===== src/rtl/pscfg_pkg.sv =====
package pscfg_pkg;
  typedef enum logic [3:0] {
    S_IDLE, S_CFG_LOW, S_SETTLE, S_WAIT_STAT, S_FETCH, S_BIT_LO, S_BIT_HI,
    S_CHECK_DONE, S_TRAIL_HI, S_TRAIL_LO, S_FINISH
  } seqState_t;

  typedef enum logic [2:0] {
    RES_OK = 3'd0, RES_NO_STATUS = 3'd1, RES_TIMEOUT = 3'd2,
    RES_NO_CONFDONE = 3'd3, RES_ABORTED = 3'd4
  } result_t;

  // strobes from control to datapath
  typedef struct packed {
    logic clrTmr;
    logic loadCount;
    logic takeByte;
    logic shiftBit;
    logic clrTrail;
    logic incTrail;
  } dpCtrl_t;

  // flags from datapath to control
  typedef struct packed {
    logic cfgLowHit;
    logic settleHit;
    logic timeoutHit;
    logic halfHit;
    logic lastBit;
    logic bytesZero;
    logic lastTrail;
    logic statusHigh;
    logic confDoneHigh;
  } dpStat_t;
endpackage


===== src/rtl/pscfg_sync.sv =====
module pscfg_sync #(
  parameter int   STAGES    = 2,
  parameter logic RESET_VAL = 1'b0
) (
  input  logic clk,
  input  logic rstN,
  input  logic d,
  output logic q
);
  logic [STAGES-1:0] chain;

  always_ff @(posedge clk or negedge rstN) begin
    if (!rstN) chain <= {STAGES{RESET_VAL}};
    else       chain <= {chain[STAGES-2:0], d};
  end

  assign q = chain[STAGES-1];
endmodule


===== src/rtl/pscfg_datapath.sv =====
module pscfg_datapath
  import pscfg_pkg::*;
#(
  parameter int CNT_W        = 16,
  parameter int CFG_LOW_CYC  = 500,
  parameter int SETTLE_CYC   = 500,
  parameter int TIMEOUT_CYC  = 25000000,
  parameter int HALF_CYC     = 4,
  parameter int TRAIL_PULSES = 12
) (
  input  logic             clk,
  input  logic             rstN,
  input  dpCtrl_t          ctl,
  input  logic [CNT_W-1:0] byteCount,
  input  logic [7:0]       inData,
  input  logic             nStatusIn,
  input  logic             confDoneIn,
  output dpStat_t          stat,
  output logic             dataOut
);
  localparam int MAX_A  = (CFG_LOW_CYC > SETTLE_CYC) ? CFG_LOW_CYC : SETTLE_CYC;
  localparam int MAX_B  = (TIMEOUT_CYC > HALF_CYC) ? TIMEOUT_CYC : HALF_CYC;
  localparam int MAXC   = (MAX_A > MAX_B) ? MAX_A : MAX_B;
  localparam int TMR_W  = $clog2(MAXC + 1);
  localparam int TR_W   = $clog2(TRAIL_PULSES + 1);

  logic [TMR_W-1:0] tmr;
  logic [CNT_W-1:0] bytesLeft;
  logic [2:0]       bitCnt;
  logic [TR_W-1:0]  trailCnt;
  logic [7:0]       shreg;
  logic             statusSync, confDoneSync;

  pscfg_sync #(.STAGES(2), .RESET_VAL(1'b1)) uStatSync (
    .clk(clk), .rstN(rstN), .d(nStatusIn), .q(statusSync));
  pscfg_sync #(.STAGES(2), .RESET_VAL(1'b0)) uDoneSync (
    .clk(clk), .rstN(rstN), .d(confDoneIn), .q(confDoneSync));

  // interval timer, saturating
  always_ff @(posedge clk or negedge rstN) begin
    if (!rstN)                         tmr <= '0;
    else if (ctl.clrTmr)               tmr <= '0;
    else if (tmr != TMR_W'(MAXC))      tmr <= tmr + 1'b1;
  end

  always_ff @(posedge clk or negedge rstN) begin
    if (!rstN) begin
      bytesLeft <= '0;
      bitCnt    <= '0;
      shreg     <= '0;
      trailCnt  <= '0;
    end else begin
      if (ctl.loadCount) bytesLeft <= byteCount;
      if (ctl.takeByte) begin
        bytesLeft <= bytesLeft - 1'b1;
        shreg     <= inData;
        bitCnt    <= '0;
      end else if (ctl.shiftBit) begin
        shreg  <= {1'b0, shreg[7:1]};
        bitCnt <= bitCnt + 1'b1;
      end
      if (ctl.clrTrail)      trailCnt <= '0;
      else if (ctl.incTrail) trailCnt <= trailCnt + 1'b1;
    end
  end

  assign dataOut           = shreg[0];
  assign stat.cfgLowHit    = (tmr == TMR_W'(CFG_LOW_CYC - 1));
  assign stat.settleHit    = (tmr == TMR_W'(SETTLE_CYC - 1));
  assign stat.timeoutHit   = (tmr == TMR_W'(TIMEOUT_CYC - 1));
  assign stat.halfHit      = (tmr == TMR_W'(HALF_CYC - 1));
  assign stat.lastBit      = (bitCnt == 3'd7);
  assign stat.bytesZero    = (bytesLeft == '0);
  assign stat.lastTrail    = (trailCnt == TR_W'(TRAIL_PULSES - 1));
  assign stat.statusHigh   = statusSync;
  assign stat.confDoneHigh = confDoneSync;

  // a byte is only taken when the previous one is fully shifted
  a_r4_take_after_last_bit: assert property (@(posedge clk) disable iff (!rstN)
    ctl.takeByte && $past(ctl.shiftBit) |-> $past(bitCnt) == 3'd7);
endmodule


===== src/rtl/pscfg_ctrl.sv =====
module pscfg_ctrl
  import pscfg_pkg::*;
(
  input  logic       clk,
  input  logic       rstN,
  input  logic       start,
  input  logic       inValid,
  input  logic       abortReq,
  input  dpStat_t    stat,
  output dpCtrl_t    ctl,
  output logic       inReady,
  output logic       nConfig,
  output logic       dclk,
  output logic       busy,
  output logic       done,
  output logic [2:0] result
);
  seqState_t state, nextState;
  result_t   resultQ, nextResult;

  always_ff @(posedge clk or negedge rstN) begin
    if (!rstN) begin
      state   <= S_IDLE;
      resultQ <= RES_OK;
    end else begin
      state   <= nextState;
      resultQ <= nextResult;
    end
  end

  always_comb begin
    nextState  = state;
    nextResult = resultQ;
    ctl        = '0;
    unique case (state)
      S_IDLE: if (start) begin
        nextState     = S_CFG_LOW;
        ctl.clrTmr    = 1'b1;
        ctl.loadCount = 1'b1;
      end
      S_CFG_LOW: if (stat.cfgLowHit) begin
        ctl.clrTmr = 1'b1;
        if (!stat.statusHigh) nextState = S_SETTLE;
        else begin
          nextState  = S_FINISH;
          nextResult = RES_NO_STATUS;
        end
      end
      S_SETTLE: if (stat.settleHit) begin
        nextState  = S_WAIT_STAT;
        ctl.clrTmr = 1'b1;
      end
      S_WAIT_STAT: begin
        if (stat.statusHigh) begin
          ctl.clrTmr = 1'b1;
          nextState  = stat.bytesZero ? S_CHECK_DONE : S_FETCH;
        end else if (stat.timeoutHit) begin
          nextState  = S_FINISH;
          nextResult = RES_TIMEOUT;
        end
      end
      S_FETCH: if (inValid) begin
        ctl.takeByte = 1'b1;
        ctl.clrTmr   = 1'b1;
        nextState    = S_BIT_LO;
      end
      S_BIT_LO: if (stat.halfHit) begin
        ctl.clrTmr = 1'b1;
        nextState  = S_BIT_HI;
      end
      S_BIT_HI: if (stat.halfHit) begin
        ctl.clrTmr   = 1'b1;
        ctl.shiftBit = 1'b1;
        if (!stat.lastBit)       nextState = S_BIT_LO;
        else if (stat.bytesZero) nextState = S_CHECK_DONE;
        else                     nextState = S_FETCH;
      end
      S_CHECK_DONE: if (stat.halfHit) begin
        ctl.clrTmr = 1'b1;
        if (stat.confDoneHigh) begin
          ctl.clrTrail = 1'b1;
          nextState    = S_TRAIL_HI;
        end else begin
          nextState  = S_FINISH;
          nextResult = RES_NO_CONFDONE;
        end
      end
      S_TRAIL_HI: if (stat.halfHit) begin
        ctl.clrTmr = 1'b1;
        nextState  = S_TRAIL_LO;
      end
      S_TRAIL_LO: if (stat.halfHit) begin
        ctl.clrTmr = 1'b1;
        if (stat.lastTrail) begin
          nextState  = S_FINISH;
          nextResult = RES_OK;
        end else begin
          ctl.incTrail = 1'b1;
          nextState    = S_TRAIL_HI;
        end
      end
      S_FINISH: nextState = S_IDLE;
      default:  nextState = S_IDLE;
    endcase
    // abort overrides any step of an active load
    if (abortReq && state != S_IDLE && state != S_FINISH) begin
      ctl        = '0;
      nextState  = S_FINISH;
      nextResult = RES_ABORTED;
    end
  end

  assign nConfig = (state != S_CFG_LOW);
  assign dclk    = (state == S_BIT_HI) || (state == S_TRAIL_HI);
  assign inReady = (state == S_FETCH);
  assign busy    = (state != S_IDLE);
  assign done    = (state == S_FINISH);
  assign result  = resultQ;

  // abort during a load ends it on the next clock with the aborted code
  a_r8_abort_ends: assert property (@(posedge clk) disable iff (!rstN)
    abortReq && state != S_IDLE && state != S_FINISH
    |=> state == S_FINISH && resultQ == RES_ABORTED);

  // result only moves when a load finishes
  a_r10_result_hold: assert property (@(posedge clk) disable iff (!rstN)
    !done |-> $stable(resultQ) || $past(state) != S_FINISH);
endmodule


===== src/rtl/pscfg_top.sv =====
module pscfg_top
  import pscfg_pkg::*;
#(
  parameter int CNT_W        = 16,
  parameter int CLK_MHZ      = 250,
  parameter int CFG_LOW_US   = 2,
  parameter int SETTLE_US    = 2,
  parameter int TIMEOUT_US   = 100000,
  parameter int HALF_CYC     = 4,
  parameter int TRAIL_PULSES = 12
) (
  input  logic             clk,
  input  logic             rstN,
  input  logic             start,
  input  logic [CNT_W-1:0] byteCount,
  input  logic [7:0]       inData,
  input  logic             inValid,
  output logic             inReady,
  input  logic             abortReq,
  input  logic             nStatusIn,
  input  logic             confDoneIn,
  output logic             nConfig,
  output logic             dclk,
  output logic             dataOut,
  output logic             busy,
  output logic             done,
  output logic [2:0]       result
);
  localparam int CFG_LOW_CYC = CLK_MHZ * CFG_LOW_US;
  localparam int SETTLE_CYC  = CLK_MHZ * SETTLE_US;
  localparam int TIMEOUT_CYC = CLK_MHZ * TIMEOUT_US;

  dpCtrl_t ctl;
  dpStat_t stat;

  pscfg_ctrl uCtrl (
    .clk(clk), .rstN(rstN), .start(start), .inValid(inValid),
    .abortReq(abortReq), .stat(stat), .ctl(ctl), .inReady(inReady),
    .nConfig(nConfig), .dclk(dclk), .busy(busy), .done(done), .result(result));

  pscfg_datapath #(
    .CNT_W(CNT_W), .CFG_LOW_CYC(CFG_LOW_CYC), .SETTLE_CYC(SETTLE_CYC),
    .TIMEOUT_CYC(TIMEOUT_CYC), .HALF_CYC(HALF_CYC), .TRAIL_PULSES(TRAIL_PULSES)
  ) uDp (
    .clk(clk), .rstN(rstN), .ctl(ctl), .byteCount(byteCount), .inData(inData),
    .nStatusIn(nStatusIn), .confDoneIn(confDoneIn), .stat(stat), .dataOut(dataOut));

  // data held steady through a high serial clock
  a_r5_data_stable_high: assert property (@(posedge clk) disable iff (!rstN)
    dclk && $past(dclk) |-> $stable(dataOut));

  // byte request never overlaps a high clock or a held config request
  a_r9_ready_window: assert property (@(posedge clk) disable iff (!rstN)
    inReady |-> !dclk && nConfig);

  // done is a single-cycle pulse with a legal code
  a_r10_done_pulse: assert property (@(posedge clk) disable iff (!rstN)
    done |=> !done);
  a_r10_result_legal: assert property (@(posedge clk) disable iff (!rstN)
    done |-> result <= 3'd4);

  // pins return to rest when not loading
  a_r8_idle_pins: assert property (@(posedge clk) disable iff (!rstN)
    !busy || done |-> nConfig && !dclk);
endmodule


===== config.mk =====
export PLATFORM = sky130hd
export DESIGN_NAME = pscfg_top
export DESIGN_NICKNAME = d
export VERILOG_FILES = /design/src/rtl/pscfg_pkg.sv /design/src/rtl/pscfg_sync.sv /design/src/rtl/pscfg_datapath.sv /design/src/rtl/pscfg_ctrl.sv /design/src/rtl/pscfg_top.sv
export SDC_FILE = /design/constraint.sdc
export NUM_CORES = 1
export LEC_CHECK = 0
export BUFFER_PORTS_ARGS = -buffer_cell sky130_fd_sc_hd__buf_2
export CORE_MARGIN = 2
export CORE_UTILIZATION = 55
export CTS_CLUSTER_DIAMETER = 150
export DETAILED_ROUTE_END_ITERATION = 10
export PLACE_DENSITY = 0.75
export SLEW_MARGIN = 0
export SYNTH_ARGS = -nofsm -noshare
export SYNTH_HDL_FRONTEND = slang
export SYNTH_SLANG_ARGS = --single-unit

===== constraint.sdc =====
create_clock -name clk -period 3.7 [get_ports clk]
set_input_delay 0.37 -clock clk [delete_from_list [all_inputs] [get_ports clk]]
set_output_delay 0.37 -clock clk [all_outputs]
set_load 0.005 [all_outputs]

### Word-level counts from Yosys, hierarchy flattened

Cells that the tools add are included.

| storage, ports and cells | value |
|---|---|
| latch bits | 0 |
| memories kept | 0 |
| output and inout port bits | 9 |
| memory bits (writable) | 0 |
| input port bits | 31 |
| logic and storage cells | 115 |
| memory bits (read-only) | 0 |
| bits in registers | 67 |

| operators by class | value |
|---|---|
| equality and inequality tests | 33 |
| bitwise logic cells | 0 |
| shift operators | 0 |
| reduce and logical (&&, ||, !) cells | 15 |
| divide/modulo/power cells | 0 |
| order comparisons | 0 |
| $add $sub $neg | 4 |
| multipliers | 0 |
| mux-type cells | 54 |

Operator list:

| operator | number |
|---|---|
| $mux 4 | 15 |
| $mux 25 | 2 |
| $pmux 4 s10 | 1 |
| $mux 3 | 11 |
| $ne 3x2->1 const B | 11 |
| $mux 16 | 2 |
| $add 25x1->25 const B | 1 |
| $eq 25x2->1 const B | 1 |
| $eq 25x25->1 const B | 1 |
| $eq 25x9->1 const B | 1 |
| $ne 25x25->1 const B | 1 |
| $eq 4x3->1 const B | 4 |
| $eq 4x4->1 const B | 4 |
| $logic_not 16->1 | 1 |
| $mux 8 | 2 |
| $sub 16x1->16 const B | 1 |
| $mux 1 | 13 |
| $pmux 3 s4 | 1 |
| $mux 2 | 5 |
| $reduce_and 10->1 | 1 |
| $reduce_and 9->1 | 1 |
| $eq 4x2->1 const B | 2 |
| $reduce_bool 2->1 | 4 |
| $mux 6 | 1 |
| other kinds (17) | 19 |

### Logic depth before layout (Yosys ltp)

Gate-level depths: netlist of the first run.

| depth | value |
|---|---|
| depth in word-level cells | 7 |
| depth in mapped cells | 8 |
| gate-level depth less buffers | 7 |

### Cells and area by module

Synthesis of the first run repeated with hierarchy kept, for this count alone.

| unflattened totals | value |
|---|---|
| cells, all modules | 457 |
| area, all modules | 4119.0 um^2 |

By module, submodules not included:

| module | area an instance (um^2) | instances | cells an instance | sequential area each (um^2) |
|---|---|---|---|---|
| pscfg_datapath | 3139.3 | 1 | 335 | 1401.3 |
| pscfg_ctrl | 877.1 | 1 | 118 | 175.2 |
| pscfg_sync (uDp.uStatSync) | 52.6 | 1 | 2 | 52.6 |
| pscfg_sync (uDp.uDoneSync) | 50.0 | 1 | 2 | 50.0 |

### Worst setup path after synthesis of the first run

Ideal clock, no wire load.

| path | value |
|---|---|
| kind | reg2reg |
| start point | register uDp.tmr[1] |
| end point | register uCtrl.state[1] |
| period minus slack after synthesis | 2.110 ns |
| arrival time | 1.985 ns |
| path slack | 1.590 ns |
| required time | 3.575 ns |
| path buffers | 0 |
| cell stages (with the launch flop) | 8 |
| library setup time | 0.125 ns |
| path through | dfrtp_1 -> ha_1 -> nor4b_4 -> nand3_4 -> or3_4 -> a21oi_4 -> nand3_4 -> mux2_4 |

| on the way | value |
|---|---|
| cells in the longest elaborated chain, start to end | 3 |
| elaborated cells between the ends (all ways) | 12 |
| classes of those cells | 11 x eq/ne; 1 x reduce/logical |

RTL lines:

| element | RTL line | RTL |
|---|---|---|
| start: declaration | pscfg_datapath.sv:27 | `logic [TMR_W-1:0] tmr;` |
| start signal: assignment | pscfg_datapath.sv:43 | `else if (tmr != TMR_W'(MAXC)) tmr <= tmr + 1'b1;` |
| $eq 25x25->1, or another cell as far along | pscfg_datapath.sv:70 | `assign stat.timeoutHit = (tmr == TMR_W'(TIMEOUT_CYC - 1));` |
| $ne 4x2->1 (no line) / $ne 3x2->1 (equally long branches) | - |  |
| $reduce_and 10->1 (no line) (*) | - |  |
| end signal: assignment | pscfg_ctrl.sv:26 | `state <= nextState;` |
| end: declaration | pscfg_ctrl.sv:18 | `seqState_t state, nextState;` |

Every way passes the cells marked *; elsewhere a longest branch is shown, timed or not.
A chain may end at the register's enable or synchronous reset.

### Worst setup path after layout of the first run

| path | value |
|---|---|
| start point | register uCtrl.state[2] |
| end point | register uDp.bitCnt[0] |

| on the way | value |
|---|---|
| cells in the longest elaborated chain, start to end | 5 |
| elaborated cells between the ends (all ways) | 11 |
| classes of those cells | 3 x eq/ne; 4 x mux; 4 x reduce/logical |

RTL lines:

| element | RTL line | RTL |
|---|---|---|
| $reduce_bool 4->1 | pscfg_ctrl.sv:106 | `if (abortReq && state != S_IDLE && state != S_FINISH) begin` |
| $logic_and 1x1->1 (2 in series) | pscfg_ctrl.sv:106 |  |
| $mux 6 (*) | pscfg_ctrl.sv:106 |  |
| $mux 3 / $reduce_bool 2->1 (equally long branches) | - |  |
| end signal: assignment | pscfg_datapath.sv:60 | `bitCnt <= bitCnt + 1'b1;` |
| end: declaration | pscfg_datapath.sv:29 | `logic [2:0] bitCnt;` |

Marks and branches as above.

==> metrics.cfg, run 1 <==
[clock_network]
cts_buffer_depth=2
cts_max_level=3
cts_resized=0
cts_hold_buf=0
clk_pin_slew_ns=0.08
clock-sinks=67
clock-root-buffer=clkbuf_8
clock_latency_ns=0.35
cts_setup_buffers=0
numCtsBuffers=9
cts_tree=built

[timing]
finalClockSkew_ns=0.0102
slew_headroom_pct=48.6
rsz0062_at_grt=false
tightest_slew_ns=0.771
fmax_mhz=373
slew_viol_final=0
setup-tns-final_ns=0
fin_crit_sh_pct=72.4
finalHoldViolations=0
setup_violations=0
period_needed_ns=2.68

[logic_synthesis]
async_reset_ff_share_pct=100
ys_seq_elements=67
synth_top_area_share_pct=40.3
yosysWarnings=0
ys_seq_area_share_pct=41.6
synth_common_cells=dfrtp_1 (65), nor2_1 (62), nand2_1 (51), nand3_1 (19)
synth_edf_count=0
synthTopCellsByArea=dfrtp_1 (40%), nor2_1 (5.8%), nand2_1 (4.7%), xor2_1 (2.8%), xnor2_1 (2.6%)
synth_ff_type=dfrtp_1
avgSynthCellArea_um2=9.14
syn_nets=480
synthCells=442
synth.largest_area_cell=dfrtp_1
syn_area_um2=4040
post-synth-top-count-cell=dfrtp_1
ys_types=75

[critical_path]
startpoint=uCtrl.state[2]$_DFFE_PN0P_
reg2reg_depth=6
crit_required_ns=3.93
crit_type=reg -> reg
reg2reg_from=uCtrl.state[2]$_DFFE_PN0P_
cp-start-kind=flop
cpPeakStageDelay_ns=0.72
crit_chain=inv_2 -> or4_1 -> nor4_4 -> buf_4 -> nor2_1 -> mux2_2
worstSetupEndpoint=uDp.bitCnt[0]$_DFFE_PN0P_
cp-end-kind=flop
r2r-end=uDp.bitCnt[0]$_DFFE_PN0P_
cp_max_fo=20
arrival_ns=2.91
rrSetupSlack_ns=1.02
cp_slowest_cell=dfrtp_1

[placed_design]
place_congestion=0.879
post-dp-hpwl_mm=6.48
io_buffer_count=39
placed_area_um2=4250

[floorplan]
die_w_um=89.7
coreArea_um2=7180
start_util_pct=56.3
row_count=31
dieArea_um2=8050
die_height_um=89.7
io_pins=40

[layout]
drive_gt1_share_pct=17.5
fillerInstances=621
syn_to_final_growth_pct=9.63
fin_area_um2=4430
diodes=0
final_nets=512

[pwr]
power_density_nw_per_um2=631
ir_worst_vdd_mv=0.294
p_leak_nw=1.90

[detailed_routing]
via_per_inst=5.91
drt-total-wl_mm=8.91
wl_per_cell_um=15.4
drtIter0Drc=261
drc_errors=0
antenna_left=0
firstDrtPassIters=5
vias=3418

[min_path]
holdCritPathClass=in -> async

[global_routing]
antenna_found_initial=0
track_usage_pct=23.7
grt-ovfl-total=0
grt_max_degree=31
grt_pass1_vias=3047
grt_pass1_wl_mm=14.7

[run_status]
status=complete, no violations

[run]
max_cap_violations=0

## per-layer routing
metal | up-vias | track usage [%] | wire [µm] | share of wire, %
li1 | 1665 | - | - | -
met1 | 1624 | 35.3 | 4190 | 47
met2 | 111 | 34.3 | 4120 | 46
met3 | 18 | 3.47 | 433 | 4.9
met4 | 0 | 10.3 | 176 | 2.0
met5 | - | 0 | 0 | 0
## worst min-delay path by stage
stage	start	to	slack, ns
2_1_floorplan	rstN	uCtrl.result[0]$_DFFE_PN0P_	0.07
3_3_place_gp	uDp.uDoneSync.chain[0]$_DFF_PN0_	uDp.uDoneSync.chain[1]$_DFF_PN0_	0.34
3_5_place_dp	uDp.uDoneSync.chain[0]$_DFF_PN0_	uDp.uDoneSync.chain[1]$_DFF_PN0_	0.35
4_1_cts	rstN	uDp.shreg[0]$_DFFE_PN0P_	0.09
5_1_grt	confDoneIn	uDp.uDoneSync.chain[0]$_DFF_PN0_	0.12
6_report	rstN	uDp.shreg[0]$_DFFE_PN0P_	0.07
## placed cells by master, fill, tap and decap left out, types with 3 or more instances in the layout
| cell type | count |
|---|---|
| dfrtp_1 | 65 |
| nand4_1 | 10 |
| nor2_1 | 62 |
| nand3_1 | 19 |
| xor2_1 | 13 |
| o311ai_0 | 3 |
| nor4_1 | 8 |
| o221a_2 | 3 |
| o21ai_1 | 8 |
| mux2i_1 | 6 |
| nor3_1 | 17 |
| o31ai_1 | 8 |
| nand3b_1 | 4 |
| o211ai_1 | 6 |
| nand2b_1 | 3 |
| nor3b_1 | 3 |
| and4_1 | 4 |
| nand2_1 | 51 |
| or3_1 | 4 |
| xnor2_1 | 12 |
| o21ai_0 | 11 |
| buf_4 | 5 |
| ha_1 | 7 |
| buf_2 | 39 |
| clkbuf_8 | 10 |
| a21oi_1 | 17 |
| and3_1 | 5 |
| or4_1 | 3 |
| and4b_1 | 3 |
| inv_1 | 12 |
## cells by family after synthesis
family,Yosys count,share of synthesized area (%)
muxes,11,3.07
DFF,67,41.6
and+or+nand+nor,215,28.9
AOI/OAI and AO/OA,81,14.0
adders and majority gates,7,2.17
xor gates and xnor gates,25,5.42
buffers and inverters,36,4.83
## worst max-delay path, delay by kind of cell (launching register included)
kind	cells	cell delay, ns
flops	1	0.72
mux	1	0.31
buf+inv	2	0.44
simple gates	3	1.09
## registers in the layout, summed over array words and instances, names as in the netlist
register,count
uCtrl.result,3
uDp.uStatSync.chain,2
uCtrl.state,4
uDp.trailCnt,4
uDp.uDoneSync.chain,2
uDp.bitCnt,3
uDp.shreg,8
uDp.tmr,25
uDp.bytesLeft,16
## power breakdown
part / internal, mW / total (mW) / switching [mW]
Clock: 0.264 / 0.555 / 0.291
Sequential: 0.931 / 1.21 / 0.277
Combinational: 0.476 / 1.03 / 0.555
Total: 1.67 / 2.79 / 1.12
## area by class of cell
class	count	area, µm²	area share, %
Multi-Input combinational cell	339	2160	48.9
Sequential cell	67	1680	37.9
Timing Repair Buffer	44	233	5.26
Clock buffer	11	141	3.19
Tap cell	99	124	2.80
Inverter	13	48.8	1.10
Clock inverter	5	37.5	0.848
## per-stage QoR
step                total power, mW  util, %  setup slack, ns  cells  hold slack, ns
finish                         2.79     61.7             1.02    578          0.0727
global route                   3.00     61.7            0.812    578           0.125
CTS                            2.80     61.7             1.04    578          0.0864
detailed placement             2.24     59.2             1.07    562           0.347
global placement               2.21     59.2             1.14    562           0.338
floorplan                      1.99        -             1.59    442          0.0744
Note: power is estimated with default switching activity, not from simulation.
==> run 2, diff against run 1 <==
ABC_AREA = 1   (was default)
CORE_UTILIZATION = 54   (was 55)
PLACE_DENSITY = 0.76   (was 0.75)
clock period = 2.2 ns   (was 3.7 ns; I/O delays follow)
==> metrics.cfg, run 2 <==
[pwr]
p_leak_nw=2.44  ; +29%
p_clk_share_pct=21.4  ; +1.5 points
switching_share_pct=42.4  ; +2.2 points
combPwrFrac_pct=41.7  ; +4.8 points
ir_worst_vdd_mv=0.534  ; +82%
p_sw_mw=2.25  ; +100%
p_seq_share_pct=36.9  ; -6.3 points
power_density_nw_per_um2=1090  ; +73%
intPower_mw=3.06  ; +83%

[detailed_routing]
drt-total-wl_mm=10.2  ; +15%
via_per_inst=5.39  ; -8.9%
drc_errors=0  ; unchanged
vias=4037  ; +18%
firstDrtPassIters=5  ; unchanged
drtIter0Drc=265  ; +1.5%
wl_per_cell_um=13.6  ; -12%
antenna_left=0  ; unchanged

[timing]
period_needed_ns=1.97  ; -0.707 ns
fin_crit_sh_pct=89.7  ; +17 points
setup-tns-final_ns=0  ; unchanged
slew_headroom_pct=62.4  ; +14 points
fmax_mhz=507  ; +36%
rsz0062_at_grt=false
slew_viol_final=0  ; unchanged
setup_violations=0  ; unchanged
finalHoldViolations=0  ; unchanged
tightest_slew_ns=0.564  ; -0.206 ns
finalClockSkew_ns=0.00742  ; -0.00277 ns
layout_setup_ws_ns=0.227  ; -0.793 ns

[layout]
syn_to_final_growth_pct=13.6
final_cell_mix=nand2_1 (148), nor2_1 (88), dfrtp_1 (65), inv_1 (63), buf_2 (39)
top_register=uDp.tmr
largest_reg_flops=25  ; unchanged
diodes=0  ; unchanged
final_nets=680  ; +33%
layout_commonest_cell=nand2_1
drive_gt1_share_pct=15.9  ; -1.6 points
reg.largest.list=uDp.tmr (25), uDp.bytesLeft (16), uDp.shreg (8)

[logic_synthesis]
syn_area_um2=4290  ; +6.2%
synthCells=591  ; +34%
post-synth-top-count-cell=nand2_1
ys_seq_elements=67  ; unchanged
ys_seq_area_share_pct=39.1  ; -2.4 points
synthTopCellsByArea=dfrtp_1 (38%), nand2_1 (13%), nor2_1 (7.8%), inv_1 (5.5%), nand3_1 (4.2%)
synth_edf_count=0  ; unchanged
ys_types=43  ; -43%
async_reset_ff_share_pct=100  ; unchanged
synth_top_area_share_pct=37.9  ; -2.4 points
syn_nets=629  ; +31%
synth_ff_type=dfrtp_1
synth.largest_area_cell=dfrtp_1
avgSynthCellArea_um2=7.26  ; -21%
synth_common_cells=nand2_1 (148), nor2_1 (89), dfrtp_1 (65), inv_1 (63), nand3_1 (36)
yosysWarnings=0  ; unchanged

[critical_path]
crit_type=reg -> reg
cp-end-kind=flop
cp-start-kind=flop
cp_max_fo=7  ; -65%
crit_required_ns=2.44  ; -1.49 ns
arrival_ns=2.22  ; -0.69 ns

[global_routing]
track_usage_pct=25.3  ; +1.6 points
grt_max_degree=30  ; -3.2%
antenna_found_initial=0  ; unchanged
grt_pass1_wl_mm=17.6  ; +19%
grt-ovfl-total=0  ; unchanged
grt_pass1_vias=3893  ; +28%

[clock_network]
clock_latency_ns=0.35  ; about the same
cts_max_level=3  ; unchanged
clock-root-buffer=clkbuf_8
cts_buffer_depth=2  ; unchanged
clk_pin_slew_ns=0.07  ; about the same
clock-sinks=67  ; unchanged
numCtsBuffers=9  ; unchanged
cts_tree=built

[placed_design]
post-dp-hpwl_mm=7.66  ; +18%
place_congestion=0.936  ; +6.5%
dp_slack_ns=0.221  ; -0.852 ns
io_buffer_count=39  ; unchanged

[run]
max_cap_violations=0  ; unchanged

[floorplan]
io_pins=40  ; unchanged
die_w_um=93.1  ; +3.8%
start_util_pct=55.5  ; -0.76 points
row_count=32  ; +3.2%
die_height_um=93.1  ; +3.8%
dieArea_um2=8670  ; +7.8%
coreArea_um2=7730  ; +7.7%

[run_status]
status=complete, no violations

[min_path]
holdCritPathClass=in -> reg

==> run 2: changes by cell type in the layout (fill, tap and decap cells not counted), moves of 10 or more <==
cell	delta
nand2_1	+97
nor2_2	+10
inv_1	+51
nor2_1	+26
a21oi_1	+11
nand3_1	+17
==> run 2: power by group through the flow <==
| stage | combinational, mW | sequential (mW) | clock, mW |
|---|---|---|---|
| 2_1_floorplan | 1.70 | 1.87 | 0 |
| 3_3_place_gp | 2.15 | 1.96 | 0 |
| 3_5_place_dp | 2.20 | 1.96 | 0 |
| 4_1_cts | 2.21 | 1.95 | 1.16 |
| 5_1_grt | 2.55 | 2.01 | 1.21 |
| 6_report | 2.22 | 1.96 | 1.14 |
==> run 2: logic make-up after synthesis <==
kind of cell | count (synthesis) | share of synthesized area [%]
compound gates | 77 | 11.0
xor+xnor | 21 | 4.29
fa+ha+maj | 7 | 2.04
buf+inv | 82 | 7.82
flops | 67 | 39.1
simple gates | 337 | 35.7
==> run 2: worst max-delay path, stage by stage (launching register included) <==
cell,delay [ns]
dfrtp_1,0.48
nor2_1,0.25
nand3_1,0.11
nor2_1,0.19
nand3_1,0.13
nand2_1,0.12
o21ai_0,0.12
nor2_2,0.19
nand2_1,0.14
nand2_1,0.08
nand2_1,0.05
==> run 2: what timing repair did <==
item                                    CTS  global route
endpoints found under the setup margin    0             4
resized for setup                         0             1
hold buffers                              3             0
endpoints found under the hold margin    23             0
setup buffers                             0             0
==> run 2: path summary, 6_finish.rpt <==
path | start | to | slack [ns] | cells past startpoint
setup reg to reg | uDp.tmr[10]$_DFFE_PN0P_ | uCtrl.state[0]$_DFFE_PN0P_ | 0.23 | 10
setup / recovery | uDp.tmr[10]$_DFFE_PN0P_ | uCtrl.state[0]$_DFFE_PN0P_ | 0.23 | 10
hold / removal | byteCount[9] | uDp.bytesLeft[9]$_DFFE_PN0P_ | 0.08 | 3
max in group asynchronous | rstN | uDp.tmr[5]$_DFFE_PN0P_ | 1.17 | 3
hold reg to reg | uDp.uStatSync.chain[0]$_DFF_PN1_ | uDp.uStatSync.chain[1]$_DFF_PN1_ | 0.36 | 0
min in group asynchronous | rstN | uDp.tmr[13]$_DFFE_PN0P_ | 0.39 | 2
==> run 2: layout make-up <==
class                      instances  area [µm²]
inverter                          72         273
timing repair buffer              50         298
multi-input combinational        442        2280
clock inverter                     7        92.6
tap                              102         128
fill                             701        2860
clock buffer                       9         124
sequential                        67        1680
==> run 2: metrics by stage <==
step	hold slack (ns)	instances	power [mW]	util, %	instance area (µm²)
2_1_floorplan	-0.0756	591	3.56	-	4290
3_3_place_gp	0.244	730	4.11	59.8	4620
3_5_place_dp	0.245	730	4.16	59.8	4620
4_1_cts	0.0779	749	5.31	63.0	4870
5_1_grt	0.0859	749	5.77	63.1	4870
6_report	0.0834	749	5.31	63.1	4870
==> run 2: layer usage <==
metal	track usage, %	share of wire [%]	up-vias
met5	0	0	-
met2	41.4	47	126
met3	3.63	4.6	25
li1	-	-	2022
met1	33.3	46	1864
met4	11.2	2.8	0
